**src/rtl/ccc_pkg.sv**
```systemverilog
package ccc_pkg;
   timeunit 1ns;
   timeprecision 100ps;

   // Which line, if any, has a capture waiting for its partner
   typedef enum logic [1:0] {
      PAIR_IDLE   = 2'd0,
      PAIR_HAVE_A = 2'd1,
      PAIR_HAVE_B = 2'd2
   } pair_st_e;

endpackage

```
**src/rtl/ccc_sync_edge.sv**
```systemverilog
module ccc_sync_edge #(
   parameter int STAGES = 2
) (
   input  logic clk,
   input  logic rst,
   input  logic async_i,
   output logic rise_o
);
   timeunit 1ns;
   timeprecision 100ps;

   logic last_q;

   for (genvar i = 0; i < STAGES; i++) begin : g_stage
      logic q;
      if (i == 0) begin : g_first
         always_ff @(posedge clk) begin
            if (rst) q <= 1'b0;
            else     q <= async_i;
         end
      end else begin : g_next
         always_ff @(posedge clk) begin
            if (rst) q <= 1'b0;
            else     q <= g_stage[i-1].q;
         end
      end
   end

   always_ff @(posedge clk) begin
      if (rst) last_q <= 1'b0;
      else     last_q <= g_stage[STAGES-1].q;
   end

   assign rise_o = g_stage[STAGES-1].q & ~last_q;

endmodule

```
**src/rtl/ccc_free_counter.sv**
```systemverilog
module ccc_free_counter #(
   parameter int CNT_W = 16
) (
   input  logic             clk,
   input  logic             rst,
   output logic [CNT_W-1:0] cnt_o
);
   timeunit 1ns;
   timeprecision 100ps;

   always_ff @(posedge clk) begin
      if (rst) cnt_o <= '0;
      else     cnt_o <= cnt_o + CNT_W'(1);
   end

endmodule

```
**src/rtl/ccc_diff_fix.sv**
```systemverilog
module ccc_diff_fix #(
   parameter int CNT_W = 16
) (
   input  logic [CNT_W-1:0] orig_i,
   input  logic [CNT_W-1:0] dly_i,
   output logic [CNT_W-1:0] fixed_o,
   output logic             bad_o
);
   timeunit 1ns;
   timeprecision 100ps;

   localparam logic [CNT_W-1:0] DIFF_TWO  = CNT_W'(2);
   localparam logic [CNT_W-1:0] DIFF_NEG1 = {CNT_W{1'b1}};

   logic [CNT_W-1:0] diff;
   assign diff = dly_i - orig_i;

   always_comb begin
      fixed_o = orig_i;
      bad_o   = 1'b0;
      if (diff == DIFF_TWO) begin
         fixed_o = orig_i + CNT_W'(1);
      end else if (diff == DIFF_NEG1) begin
         fixed_o = orig_i - CNT_W'(1);
      end else if (diff > CNT_W'(1)) begin
         bad_o = 1'b1;
      end
   end

endmodule

```
**src/rtl/ccc_pair_ctrl.sv**
```systemverilog
module ccc_pair_ctrl
   import ccc_pkg::*;
#(
   parameter int CNT_W    = 16,
   parameter int PAIR_WIN = 2
) (
   input  logic             clk,
   input  logic             rst,
   input  logic             rise_a_i,
   input  logic             rise_b_i,
   input  logic [CNT_W-1:0] cnt_i,
   output logic [CNT_W-1:0] coarse_o,
   output logic             valid_o,
   output logic             err_o,
   output logic             overrun_o
);
   timeunit 1ns;
   timeprecision 100ps;

   localparam int WIN_W = $clog2(PAIR_WIN + 1);

   pair_st_e         st_q, st_d;
   logic [CNT_W-1:0] held_q, held_d;
   logic [WIN_W-1:0] win_q, win_d;
   logic             done, expired, extra_hit;
   logic [CNT_W-1:0] orig_v, dly_v, fixed_v;
   logic             bad_v;

   ccc_diff_fix #(.CNT_W(CNT_W)) i_fix (
      .orig_i (orig_v),
      .dly_i  (dly_v),
      .fixed_o(fixed_v),
      .bad_o  (bad_v)
   );

   always_comb begin
      st_d      = st_q;
      held_d    = held_q;
      win_d     = win_q;
      done      = 1'b0;
      expired   = 1'b0;
      extra_hit = 1'b0;
      orig_v    = cnt_i;
      dly_v     = cnt_i;
      unique case (st_q)
         PAIR_IDLE: begin
            if (rise_a_i && rise_b_i) begin
               done = 1'b1;
            end else if (rise_a_i) begin
               st_d   = PAIR_HAVE_A;
               held_d = cnt_i;
               win_d  = WIN_W'(1);
            end else if (rise_b_i) begin
               st_d   = PAIR_HAVE_B;
               held_d = cnt_i;
               win_d  = WIN_W'(1);
            end
         end
         PAIR_HAVE_A: begin
            orig_v    = held_q;
            extra_hit = rise_a_i;
            if (rise_b_i) begin
               done = 1'b1;
               st_d = PAIR_IDLE;
            end else if (win_q == WIN_W'(PAIR_WIN)) begin
               done    = 1'b1;
               expired = 1'b1;
               st_d    = PAIR_IDLE;
            end else begin
               win_d = WIN_W'(win_q + 1'b1);
            end
         end
         PAIR_HAVE_B: begin
            dly_v     = held_q;
            extra_hit = rise_b_i;
            if (rise_a_i) begin
               done = 1'b1;
               st_d = PAIR_IDLE;
            end else if (win_q == WIN_W'(PAIR_WIN)) begin
               done    = 1'b1;
               expired = 1'b1;
               st_d    = PAIR_IDLE;
            end else begin
               win_d = WIN_W'(win_q + 1'b1);
            end
         end
         default: st_d = PAIR_IDLE;
      endcase
   end

   always_ff @(posedge clk) begin
      if (rst) begin
         st_q      <= PAIR_IDLE;
         held_q    <= '0;
         win_q     <= '0;
         coarse_o  <= '0;
         valid_o   <= 1'b0;
         err_o     <= 1'b0;
         overrun_o <= 1'b0;
      end else begin
         st_q      <= st_d;
         held_q    <= held_d;
         win_q     <= win_d;
         valid_o   <= done;
         err_o     <= done & (expired | bad_v);
         overrun_o <= overrun_o | extra_hit;
         if (done) coarse_o <= expired ? held_q : fixed_v;
      end
   end

endmodule

```
**src/rtl/coarse_pair_corrector.sv**
```systemverilog
module coarse_pair_corrector #(
   parameter int CNT_W       = 16,
   parameter int SYNC_STAGES = 2,
   parameter int PAIR_WIN    = 2,
   parameter int DLY_PCT     = 50
) (
   input  logic             clk,
   input  logic             rst,
   input  logic             hit_orig_i,
   input  logic             hit_dly_i,
   output logic [CNT_W-1:0] count_o,
   output logic [CNT_W-1:0] coarse_o,
   output logic             valid_o,
   output logic             err_o,
   output logic             overrun_o
);
   timeunit 1ns;
   timeprecision 100ps;

   if (CNT_W < 4) begin : g_bad_width
      $error("CNT_W must be at least 4");
   end
   if (SYNC_STAGES < 2) begin : g_bad_sync
      $error("SYNC_STAGES must be at least 2");
   end
   if (PAIR_WIN < 2 || PAIR_WIN >= (1 << (CNT_W - 2))) begin : g_bad_win
      $error("PAIR_WIN must cover a difference of 2 and stay far below the wrap");
   end
   if (DLY_PCT < 1 || DLY_PCT > 99) begin : g_bad_dly
      $error("DLY_PCT must lie strictly inside one clock period");
   end

   logic rise_a, rise_b;

   ccc_free_counter #(.CNT_W(CNT_W)) i_cnt (
      .clk  (clk),
      .rst  (rst),
      .cnt_o(count_o)
   );

   ccc_sync_edge #(.STAGES(SYNC_STAGES)) i_sync_a (
      .clk    (clk),
      .rst    (rst),
      .async_i(hit_orig_i),
      .rise_o (rise_a)
   );

   ccc_sync_edge #(.STAGES(SYNC_STAGES)) i_sync_b (
      .clk    (clk),
      .rst    (rst),
      .async_i(hit_dly_i),
      .rise_o (rise_b)
   );

   ccc_pair_ctrl #(.CNT_W(CNT_W), .PAIR_WIN(PAIR_WIN)) i_pair (
      .clk      (clk),
      .rst      (rst),
      .rise_a_i (rise_a),
      .rise_b_i (rise_b),
      .cnt_i    (count_o),
      .coarse_o (coarse_o),
      .valid_o  (valid_o),
      .err_o    (err_o),
      .overrun_o(overrun_o)
   );

endmodule

```
**config.mk**
```make
export PLATFORM = sky130hd
export DESIGN_NAME = coarse_pair_corrector
export DESIGN_NICKNAME = d
export VERILOG_FILES = /design/src/rtl/ccc_pkg.sv /design/src/rtl/ccc_sync_edge.sv /design/src/rtl/ccc_free_counter.sv /design/src/rtl/ccc_diff_fix.sv /design/src/rtl/ccc_pair_ctrl.sv /design/src/rtl/coarse_pair_corrector.sv
export SDC_FILE = /design/constraint.sdc
export NUM_CORES = 1
export LEC_CHECK = 0
export BUFFER_PORTS_ARGS = -buffer_cell sky130_fd_sc_hd__buf_2
export CAP_MARGIN = 20
export CORE_MARGIN = 2
export CORE_UTILIZATION = 35
export DETAILED_ROUTE_END_ITERATION = 8
export GPL_TIMING_DRIVEN = 1
export PLACE_DENSITY = 0.48
export SYNTH_ARGS = -nofsm -noshare
export SYNTH_HDL_FRONTEND = slang
export SYNTH_SLANG_ARGS = --single-unit
```
**constraint.sdc**
```tcl
create_clock -name clk -period 9.12 [get_ports clk]
set_clock_uncertainty 0.1 [all_clocks]
set_input_delay 1.368 -clock clk [delete_from_list [all_inputs] [get_ports clk]]
set_output_delay 1.368 -clock clk [all_outputs]
set_load 0.02 [all_outputs]
```
## Word-level counts from Yosys, hierarchy flattened

Cells that the tools add are included.

- Bits in registers: 61
- Input bits: 4
- Output and inout bits: 35
- Word-level logic and storage cells: 77

- Add/sub/neg operators: 5
- $lt $le $gt $ge: 1
- Equal/unequal tests: 9
- Mux-type cells: 33
- Bitwise gates (word level): 8
- Reductions and logical operators: 7

Operator list:

| kind | count |
|---|---|
| 16-bit 2-to-1 mux | 7 |
| 16-bit by 1-bit adder with 16-bit output, second input constant | 2 |
| 2-bit 2-to-1 mux | 12 |
| 16-bit equality test, second input constant | 1 |
| 16-bit by 2-bit equality test with 1-bit output, second input constant | 1 |
| 16-bit by 1-bit greater-than comparator with 1-bit output, second input constant | 1 |
| 16-bit by 1-bit subtractor with 16-bit output, second input constant | 1 |
| 16-bit subtractor | 1 |
| 2-bit case mux with 3 select lines | 2 |
| 1-bit 2-to-1 mux | 9 |
| 2-bit != test, second input constant | 3 |
| 5-bit AND reduction | 1 |
| 2-bit equality test, second input constant | 2 |
| 1-bit case mux with 2 select lines | 2 |
| 1-bit AND | 3 |
| 3-bit by 1-bit != test with 1-bit output, second input constant | 1 |
| 1-bit inverter | 3 |
| 1-bit case mux with 3 select lines | 1 |
| 3-bit AND reduction | 1 |
| 3-bit nonzero test | 1 |
| 2-bit by 1-bit adder with 2-bit output, second input constant | 1 |
| 2-bit by 1-bit equality test with 1-bit output, second input constant | 1 |
| 2-bit logical NOT | 1 |
| 1-bit OR | 2 |
| 3 further kinds | 3 |

## Longest topological paths before layout

- Depth in word-level cells: 9
- Gate-level depth with buffers: 20
- Gate-level depth less buffers: 17

## Modules after synthesis

From an unflattened synthesis, not the netlist that was laid out.

- Cell total of the unflattened synthesis: 648
- Area total of the unflattened synthesis: 5187.5 sq um

By module, submodules not included:

| module | times used | cells each | area each (sq um) | sequential area each (sq um) |
|---|---|---|---|---|
| ccc_pair_ctrl | 1 | 249 | 2203.4 | 780.7 |
| ccc_diff_fix | 1 | 304 | 2044.5 | 0.0 |
| ccc_free_counter | 1 | 81 | 764.5 | 320.3 |
| ccc_sync_edge | 2 | 7 | 87.6 | 60.1 |

## Worst setup path after synthesis

Ideal clock, no wire load.

- Path type: reg2reg
- Start: reg i_pair.st_q[1]
- End: reg i_pair.coarse_o[6]
- Library setup time: 0.074 ns
- Arrival: 4.916 ns
- Slack: 4.030 ns
- Stages on the path, launching flop included: 21
- Buffers on the path: 3
- Clock period less this slack: 5.090 ns
- Cells stage by stage: dfxtp_1 inv_1 ha_1 clkbuf_1 buf_1 mux2i_1 inv_1 ha_1 inv_1 fa_1 a211o_1 a311oi_4 nor3_2 or4_4 a2111oi_0 and4bb_1 buf_6 nand4_4 a21o_1 a211o_1 a31oi_1

- Word-level cells in the longest chain between the ends: 7
- Elaborated cells between the ends (all ways): 15
- Those cells by class: 3 x add/sub; 4 x eq/ne; 7 x mux; 1 x reduce/logical

RTL lines:

| element | line | RTL |
|---|---|---|
| start: declaration | ccc_pair_ctrl.sv:22 | `pair_st_e st_q, st_d;` |
| start signal: assignment | ccc_pair_ctrl.sv:101 | `st_q <= st_d;` |
| 2-bit equality test / 2-bit by 1-bit equality test with 1-bit output (equally long branches) | ccc_pair_ctrl.sv:45 | `unique case (st_q)` |
| 16-bit 2-to-1 mux | ccc_pair_ctrl.sv:45 |  |
| 16-bit subtractor | ccc_diff_fix.sv:16 | `assign diff = dly_i - orig_i;` |
| 16-bit equality test | ccc_diff_fix.sv:23 | `end else if (diff == DIFF_NEG1) begin` |
| 16-bit 2-to-1 mux | ccc_diff_fix.sv:23 |  |
| 16-bit 2-to-1 mux | ccc_diff_fix.sv:21 | `if (diff == DIFF_TWO) begin` |
| 16-bit 2-to-1 mux | ccc_pair_ctrl.sv:107 | `if (done) coarse_o <= expired ? held_q : fixed_v;` |
| end signal: assignment | ccc_pair_ctrl.sv:107 |  |
| end: declaration | ccc_pair_ctrl.sv:12 | `output logic [CNT_W-1:0] coarse_o,` |

Several ways; a longest one is shown, not always the timed one.
A chain may end at the register's enable or synchronous reset.

## Worst setup path in the final report

- Start: reg i_pair.st_q[0]
- End: reg i_pair.coarse_o[15]

Same word-level chain as after synthesis.

==> impl_metrics.yaml <==
detailed_routing:
  drt_pass1_iterations: 7
  wl_met3_um: 496
  detail_route.iter0.violations: 364
  wl_per_cell_um: 19.4
  num_vias: 4375
  viasPerCell: 5.59
  drc: 0
  met1_length_um: 7450
  wl_met2_um: 7050
  drt-total-wl_um: 15200
  highest_layer: "met4"
  antenna_left: 0
placement:
  dpl.cell_count: 767
  portBuffers: 38
  dp_hpwl_um: 11500
  gp_congestion: 1.02
  place_area_mm2: 0.00486
hold_path:
  hp-start: "i_sync_a.g_stage[0].q"
  min_delay_path_depth: 1
  hold_path_end: "i_sync_a.g_stage[1].q"
  hold_path_class: "flip-flop to flip-flop"
logic_synthesis:
  synthMostInstantiatedCell: "nand2_1"
  syn_inst: 583
  synth_top_area_cell: "dfxtp_1"
  synth-edff-count: 0
  synth.area.top_cells: "dfxtp_1 (27%), ha_1 (6.6%), nand2_1 (6.0%)"
  ys_ff_latch: 61
  synth_top_area_share_pct: 26.9
  syn_avg_cell_area_um2: 7.79
  async_flop_share_pct: 0
  synth.net_count: 612
  syn_area_mm2: 0.00454
  ys_seq_area_share_pct: 26.9
  synthDistinctLibCells: 64
  ys.flop_type: "dfxtp_1"
  ys_warn_count: 0
  synth.top_cells.by_count: "nand2_1 (73), dfxtp_1 (61), a21oi_1 (48), nor2_1 (42), nand3_1 (28)"
global_route:
  grt_usage_pct: 22.0
  grt_max_degree: 62
  grt_pass1_wl_um: 24100
  antenna_found_initial: 0
  grt_pass1_vias: 4260
  grt-ovfl-total: 0
setup_path:
  critPathLaunchType: "flip-flop"
  r2r_slack_ns: 3.61
  crit_fanout: 11
  cp.arrival_ns: 5.64
  path_cells: "inv_1, ha_1, buf_4, mux2i_1, ha_1, inv_1, fa_1, a211o_1, a311oi_4, nor3_2, or4_4, a2111oi_0, and4bb_1, nand2_2, o32ai_1, xor2_1, a211oi_1"
  r2r_start: "i_pair.st_q[0]"
  slowest_stage: "or4_4"
  max_stage_delay_ns: 0.52
  path_class: "flip-flop to flip-flop"
  reg2regPathDepth: 17
  end_kind: "flip-flop"
  regToRegEndpoint: "i_pair.coarse_o[15]"
  worstPathRequired_ns: 9.25
timing:
  rsz0062_at_grt: "false"
  fmax_mhz: 182
  worst_pin_slew_ns: 0.877
  hold_viol_final: 0
  slew_headroom_pct: 39.9
  post-route-min-period_ns: 5.51
  setup_tns_ns: 0
  period_share_pct: 60.4
  slew_viol_final: 0
  setup_violations: 0
clock_network:
  cts_resized: 0
  cts_tree: "done"
  cts_root_buf: "clkbuf_16"
  post-cts-setup-buffer-count: 0
  cts_buffer_depth: 2
  h-tree-depth: 3
  cts_sinks: 61
  clkTransAtPathRegs_ns: 0.05
  cts_made_buffers: 9
  cts_hold_buffers: 0
  insertion_delay_ns: 0.33
floorplan:
  start_util_pct: 36.0
  die_h_um: 118
  fp.coreArea_mm2: 0.0126
  die_area_mm2: 0.0139
  ios: 39
  rows: 41
  dieWidth_um: 118
flow_run:
  drv_cap: 0
layout:
  multi_input_area_mm2: 0.00312
  fillers: 1384
  final_cell_count_no_fill: 783
  final_area_mm2: 0.00515
  drive_gt1_share_pct: 14.2
  nets: 635
  n_antenna_cell: 0
  ff_latch_area_mm2: 0.00122
  area_delta_synth_final_pct: 13.5
power:
  powerDensity_mw_per_mm2: 146
  peakVddDrop_uv: 80.0
  power_leakage_nw: 2.07
outcome:
  outcome: "finished, final reports clean"
metrics by stage:
stage          utilization, %  total power, mW  setup WS (ns)  hold slack (ns)
4_1_cts                  40.8            0.760           3.62            0.347
3_3_place_gp             38.5            0.418           3.72            0.333
5_1_grt                  40.8            0.792           3.22            0.358
2_1_floorplan               -            0.386           4.03            0.314
6_report                 40.8            0.754           3.61            0.338
3_5_place_dp             38.5            0.419           3.69            0.335
layout make-up:
type / count / area share, %
tap: 172 / 4.18
inverter: 19 / 1.38
multi-input combinational: 472 / 60.6
timing repair buffer: 43 / 4.42
sequential: 61 / 23.7
clock buffer: 12 / 4.79
clock inverter: 4 / 0.923
how the worst max path moves through the flow:
stage	start	endpoint	slack, ns	cells after the start
4_1_cts	i_pair.st_q[0]	i_pair.coarse_o[15]	3.62	17
6_report	i_pair.st_q[0]	i_pair.coarse_o[15]	3.61	17
2_1_floorplan	i_pair.st_q[1]	i_pair.coarse_o[6]	4.03	20
5_1_grt	i_pair.st_q[1]	i_pair.coarse_o[15]	3.22	16
3_3_place_gp	i_pair.st_q[0]	i_pair.coarse_o[15]	3.72	17
3_5_place_dp	i_pair.st_q[0]	i_pair.coarse_o[3]	3.69	17
kinds of logic after synthesis:
kind of cell | after synthesis | synth area share, %
buf+inv | 50 | 4.33
xor+xnor | 31 | 5.98
flops | 61 | 26.9
mux | 34 | 8.08
fa+ha+maj | 25 | 7.06
simple gates | 247 | 28.2
compound gates | 135 | 19.5
per-layer routing:
layer,vias to the layer above,track usage (%)
met5,-,0
met2,100,35.9
li1,2175,-
met3,12,2.71
met1,2088,30.5
met4,0,5.80
state kept, by name, indices dropped and copies added (netlist names):
signal	count
i_cnt.cnt_o	16
i_pair.overrun_o	1
i_pair.err_o	1
i_pair.st_q	2
i_pair.valid_o	1
i_sync_b.g_stage.q	2
i_pair.held_q	16
i_sync_a.last_q	1
i_sync_a.g_stage.q	2
i_pair.coarse_o	16
i_pair.win_q	2
i_sync_b.last_q	1
report_power, final:
group | switching [mW] | leakage, nW | internal, mW | total [mW]
Combinational | 0.0874 | 1.44 | 0.0508 | 0.138
Clock | 0.122 | 0.143 | 0.218 | 0.340
Sequential | 0.00501 | 0.493 | 0.271 | 0.276
worst max-delay path, delay by kind of cell (launching register included):
family | cells | cell delay [ns]
AOI/OAI and AO/OA | 5 | 1.72
xor gates and xnor gates | 1 | 0.11
adders and majority gates | 3 | 1.10
buffers and inverters | 3 | 0.43
DFF | 1 | 0.34
muxes | 1 | 0.30
and+or+nand+nor | 4 | 1.33
layout by cell type, fill, tap and decap left out, types with 4 or more instances in the layout:
cell and instances:
nand2b_1 9, buf_4 5, buf_2 38, dfxtp_1 61
nor2b_1 8, and3_1 19, o22ai_1 8, and2_1 7
xnor2_1 9, nand2_1 73, mux2i_1 13, nor2_1 42
nand4_1 15, clkbuf_16 9, ha_1 24, a211oi_1 4
a211o_1 4, nand3_1 28, mux2_2 21, a21oi_1 48
o21ai_0 17, o21a_1 5, xor2_1 22, nor3b_1 5
a21o_1 8, inv_1 19, a31oi_1 9, nor3_1 15
o31ai_1 7
Note: power is estimated with default switching activity, not from simulation.
